===== src/rtl/xsp_pkg.sv =====
package xsp_pkg;

    localparam int unsigned XSP_SP_W    = 8;
    localparam int unsigned XSP_EXT_W   = 2;
    localparam int unsigned XSP_REG_W   = 8;
    localparam logic [1:0]  XSP_CFG_OFF = 2'b11;

    typedef enum logic [1:0] {
        SP_HOLD = 2'd0,
        SP_LOAD = 2'd1,
        SP_PUSH = 2'd2,
        SP_POP  = 2'd3
    } sp_op_e;

    typedef struct packed {
        logic carry;
        logic borrow;
    } wrap_t;

    // Direct write wins; simultaneous push and pop cancel out.
    function automatic sp_op_e decode_op(input logic push, input logic pop,
                                         input logic wr);
        if (wr)               return SP_LOAD;
        else if (push && !pop) return SP_PUSH;
        else if (pop && !push) return SP_POP;
        else                  return SP_HOLD;
    endfunction

    function automatic logic ext_mode_on(input logic sa, input logic [1:0] cfg);
        return sa && (cfg != XSP_CFG_OFF);
    endfunction

endpackage


===== src/rtl/xsp_mode.sv =====
module xsp_mode (
    input  logic       sa_en,
    input  logic [1:0] mem_cfg,
    output logic       active
);
    import xsp_pkg::*;

    always_comb begin
        active = ext_mode_on(sa_en, mem_cfg);
    end
endmodule


===== src/rtl/xsp_low.sv =====
module xsp_low #(
    parameter int unsigned SP_W     = 8,
    parameter logic [SP_W-1:0] SP_RST = 8'h07
) (
    input  logic                clk,
    input  logic                rst,
    input  xsp_pkg::sp_op_e     op,
    input  logic [SP_W-1:0]     wr_data,
    output logic [SP_W-1:0]     sp_q,
    output xsp_pkg::wrap_t      wrap
);
    import xsp_pkg::*;

    localparam logic [SP_W-1:0] SP_TOP = {SP_W{1'b1}};
    localparam logic [SP_W-1:0] SP_ONE = {{(SP_W-1){1'b0}}, 1'b1};

    logic [SP_W-1:0] sp_d;

    always_comb begin
        wrap.carry  = (op == SP_PUSH) && (sp_q == SP_TOP);
        wrap.borrow = (op == SP_POP)  && (sp_q == '0);
        unique case (op)
            SP_LOAD: sp_d = wr_data;
            SP_PUSH: sp_d = sp_q + SP_ONE;
            SP_POP:  sp_d = sp_q - SP_ONE;
            default: sp_d = sp_q;
        endcase
    end

    always_ff @(posedge clk) begin
        if (rst) sp_q <= SP_RST;
        else     sp_q <= sp_d;
    end
endmodule


===== src/rtl/xsp_high.sv =====
module xsp_high #(
    parameter int unsigned EXT_W = 2
) (
    input  logic              clk,
    input  logic              rst,
    input  logic              active,
    input  xsp_pkg::wrap_t    wrap,
    input  logic              wr_en,
    input  logic [EXT_W-1:0]  wr_data,
    output logic [EXT_W-1:0]  ext_q
);
    localparam logic [EXT_W-1:0] EXT_ONE = {{(EXT_W-1){1'b0}}, 1'b1};

    logic [EXT_W-1:0] ext_d;

    always_comb begin
        if (wr_en)                     ext_d = wr_data;
        else if (active && wrap.carry)  ext_d = ext_q + EXT_ONE;
        else if (active && wrap.borrow) ext_d = ext_q - EXT_ONE;
        else                           ext_d = ext_q;
    end

    always_ff @(posedge clk) begin
        if (rst) ext_q <= '0;
        else     ext_q <= ext_d;
    end
endmodule


===== src/rtl/xsp_unit.sv =====
module xsp_unit #(
    parameter int unsigned SP_W   = xsp_pkg::XSP_SP_W,
    parameter int unsigned EXT_W  = xsp_pkg::XSP_EXT_W,
    parameter int unsigned REG_W  = xsp_pkg::XSP_REG_W,
    parameter int unsigned ADDR_W = SP_W + EXT_W
) (
    input  logic              clk,
    input  logic              rst,
    input  logic              push_req,
    input  logic              pop_req,
    input  logic              sp_wr_en,
    input  logic [SP_W-1:0]   sp_wr_data,
    input  logic              ext_wr_en,
    input  logic [REG_W-1:0]  ext_wr_data,
    input  logic              sa_en,
    input  logic [1:0]        mem_cfg,
    output logic [SP_W-1:0]   sp_rd,
    output logic [REG_W-1:0]  ext_rd,
    output logic [ADDR_W-1:0] stack_addr,
    output logic              ext_active
);
    import xsp_pkg::*;

    localparam int unsigned PAD_W = REG_W - EXT_W;

    sp_op_e           op;
    wrap_t            wrap;
    logic [EXT_W-1:0] ext_q;
    logic             active;

    always_comb op = decode_op(push_req, pop_req, sp_wr_en);

    xsp_mode u_mode (
        .sa_en   (sa_en),
        .mem_cfg (mem_cfg),
        .active  (active)
    );

    xsp_low #(.SP_W(SP_W)) u_low (
        .clk     (clk),
        .rst     (rst),
        .op      (op),
        .wr_data (sp_wr_data),
        .sp_q    (sp_rd),
        .wrap    (wrap)
    );

    xsp_high #(.EXT_W(EXT_W)) u_high (
        .clk     (clk),
        .rst     (rst),
        .active  (active),
        .wrap    (wrap),
        .wr_en   (ext_wr_en),
        .wr_data (ext_wr_data[EXT_W-1:0]),
        .ext_q   (ext_q)
    );

    always_comb begin
        ext_rd     = {{PAD_W{1'b1}}, ext_q};
        ext_active = active;
        stack_addr = active ? {ext_q, sp_rd} : {{EXT_W{1'b0}}, sp_rd};
    end
endmodule


===== config.mk =====
export PLATFORM = sky130hd
export DESIGN_NAME = xsp_unit
export DESIGN_NICKNAME = d
export VERILOG_FILES = /design/src/rtl/xsp_pkg.sv /design/src/rtl/xsp_mode.sv /design/src/rtl/xsp_low.sv /design/src/rtl/xsp_high.sv /design/src/rtl/xsp_unit.sv
export SDC_FILE = /design/constraint.sdc
export NUM_CORES = 1
export LEC_CHECK = 0
export ABC_CLOCK_PERIOD_IN_PS = 2400
export CORE_MARGIN = 8
export CORE_UTILIZATION = 36
export CTS_CLUSTER_DIAMETER = 30
export DETAILED_ROUTE_END_ITERATION = 10
export GPL_TIMING_DRIVEN = 1
export PLACE_DENSITY = 0.74
export SYNTH_ARGS = -nofsm -noshare
export SYNTH_HDL_FRONTEND = slang
export SYNTH_HIERARCHICAL = 1
export SYNTH_SLANG_ARGS = --single-unit

===== constraint.sdc =====
create_clock -name clk -period 2.4 [get_ports clk]
set_clock_uncertainty 0.2 [all_clocks]
set_input_delay 0.48 -clock clk [delete_from_list [all_inputs] [get_ports clk]]
set_output_delay 0.48 -clock clk [all_outputs]
set_load 0.01 [all_outputs]

==> flow_summary.toml <==
[status]
status = "completed"

[cts]
clockBufferDepth = 2
cts_root_buf = "clkbuf_4"
numCtsBuffers = 3
cts_tree = "done"
cts-htree-levels = 1
cts_sinks = 10
clock_latency_ps = 260
clkTransAtPathRegs_ps = 70
hold_buffers = 0

[logic_synthesis]
ys_ff_latch = 10
synth_edf_count = 0
syn_inst = 132
synth_area_um2 = 1060
yosysWarningCount = 6
synthArstFlopShare = 0
seq_area_frac_synth = 0.188
ys_types = 54
synth_ff_type = "dfxtp_1"
avgSynthCellArea_um2 = 8.05

[routing]
drtIter0Drc = 94
drc = 0
drt_pass1_iterations = 4
postRouteAntennaNets = 0
wire_per_inst_um = 15.8
wl_um = 3250
num_vias = 1145
vias_per_cell = 5.59

[power_and_ir_drop]
worst_ir_drop_vdd_uv = 250
power.total_uw = 676
power.leakage_nw = 0.598
powerDensity_nw_per_um2 = 437

[setup_path]
worst-path-max-fanout = 4
startpoint = "sa_en"
setup.worst_path.end_class = "output port"
start_kind = "primary input"
arrival_ps = 1700
worstSetupPathType = "primary input to output port"
critPathRequiredTime_ps = 1720
r2r-start = "u_low/sp_q[1]"

[grt]
grt_max_degree = 22
grt.total_usage = 0.127
antenna_found_initial = 0
grt_remaining_overflow = 0
grt_pass1_vias = 1150
grt_pass1_wl_um = 5310

[finish]
fill_cells = 263
drive_gt1_frac = 0.230
antenna_cells = 0
multi_input_area_um2 = 728
nNetsFinal = 202
area_delta_synth_final_pct = 45.7
regArea_um2 = 200

[timing]
rsz0062_at_grt = "true"
slew_headroom = 0.630
drv_slew = 0
hold_violations = 0
worstMarginPinSlew_ps = 555
fin_crit_sh = 0.991
fmax_ghz = 0.421
setup_tns_ps = 0
period_minus_slack_ps = 2380
finalSetupViolCount = 0

[placement]
hpwl_um = 2470
routabilityCongestion = 0.847
port_buffers = 39

[floorplanning]
dieWidth_um = 70.3
die_h_um = 70.3
rows = 19
start_util = 0.382
core_um2 = 2780
pin_count = 52
die-area_um2 = 4940

[hold_path]
min-delay-start = "u_low/sp_q[5]"
hold_class = "register to register"

[run]
cap_violations = 0
==> metrics by stage <==
stage               std cells  area, um^2  hold slack [ps]  utilization  worst slack, ps
floorplan                 137        1110              349            -             13.0
global placement          198        1440              386        0.516             -434
detailed placement        198        1440              405        0.516             -519
CTS                       206        1520              413        0.545             16.3
global route              205        1550              449        0.556            -29.7
finish                    205        1550              410        0.556             22.1
==> cell usage after synthesis, types with 3 or more instances <==
library cell | n | share of area
o211ai_1 | 3 | 0.021
a21oi_1 | 5 | 0.024
buf_4 | 15 | 0.11
dfxtp_1 | 10 | 0.19
nand4_1 | 3 | 0.018
nor2_1 | 9 | 0.032
buf_6 | 4 | 0.042
nand3_1 | 7 | 0.033
a22oi_1 | 4 | 0.028
a31oi_1 | 3 | 0.018
inv_1 | 6 | 0.021
xnor2_1 | 3 | 0.025
nand2_1 | 7 | 0.025
==> cells by family (layout without fill, tap and decap cells) <==
family / count (synthesis) / count (layout) / synth area share
simple gates: 47 / 47 / 0.261
compound gates: 35 / 35 / 0.240
buf+inv: 29 / 66 / 0.211
flops: 10 / 10 / 0.188
xor+xnor: 5 / 5 / 0.0412
mux: 3 / 3 / 0.0306
fa+ha+maj: 2 / 2 / 0.0236
other cells: 1 / 6 / 0.00353
==> power breakdown <==
part / internal (mW) / switching, mW
Sequential: 0.181 / 0.0377
Clock: 0.0921 / 0.0615
Combinational: 0.168 / 0.135
==> final timing paths <==
check	end	slack (ps)	cells past startpoint
worst max-delay path	ext_active	20	3
worst min-delay path	u_low/sp_q[5]	410	2
worst max register to register	u_low/sp_q[4]	350	6
worst min register to register	u_low/sp_q[5]	410	2
==> worst max-delay path, cell delays in order <==
cell and delay (ps):
clkdlybuf4s50_1 470, a21boi_4 190, clkdlybuf4s50_1 560
==> registers in the layout, indices dropped and copies added, names as in the netlist <==
name,flops
u_low/sp_q,8
u_high/ext_q,2
==> repair_timing <==
| action | in CTS | in global routing |
|---|---|---|
| gates resized for setup | 9 | 8 |
| pin swaps | 6 | 2 |
| endpoints found under the setup margin | 10 | 5 |
| setup buffers | 4 | 0 |
==> metal layers <==
metal  part of all wire  routed length, um  vias up  track usage
li1                   -                  -      548            -
met1               0.40               1290      529        0.130
met5                  0                  0        -            0
met2               0.51               1640       58        0.222
met3              0.071                230       10       0.0339
met4              0.026                 83        0       0.0804
==> cells in the final DEF, fill, tap and decap left out, types with 3 or more instances in the layout <==
master and count:
o211ai_1 3, dlygate4sd2_1 4, nand4_1 3, nor2_2 3, a21oi_1 5, nor2_1 6
buf_4 15, a31oi_1 3, nand2_1 7, a22oi_1 4, dfxtp_1 10, inv_1 5
nand3_1 6, clkdlybuf4s50_1 35, clkbuf_4 3, conb_1 6
==> layout make-up <==
type	instances	area share
Tap cell	31	0.0251
Timing Repair Buffer	55	0.335
Inverter	7	0.0170
Multi-Input combinational cell	98	0.470
Sequential cell	10	0.129
Clock buffer	4	0.0234
Power figures use the tool's default switching activity.
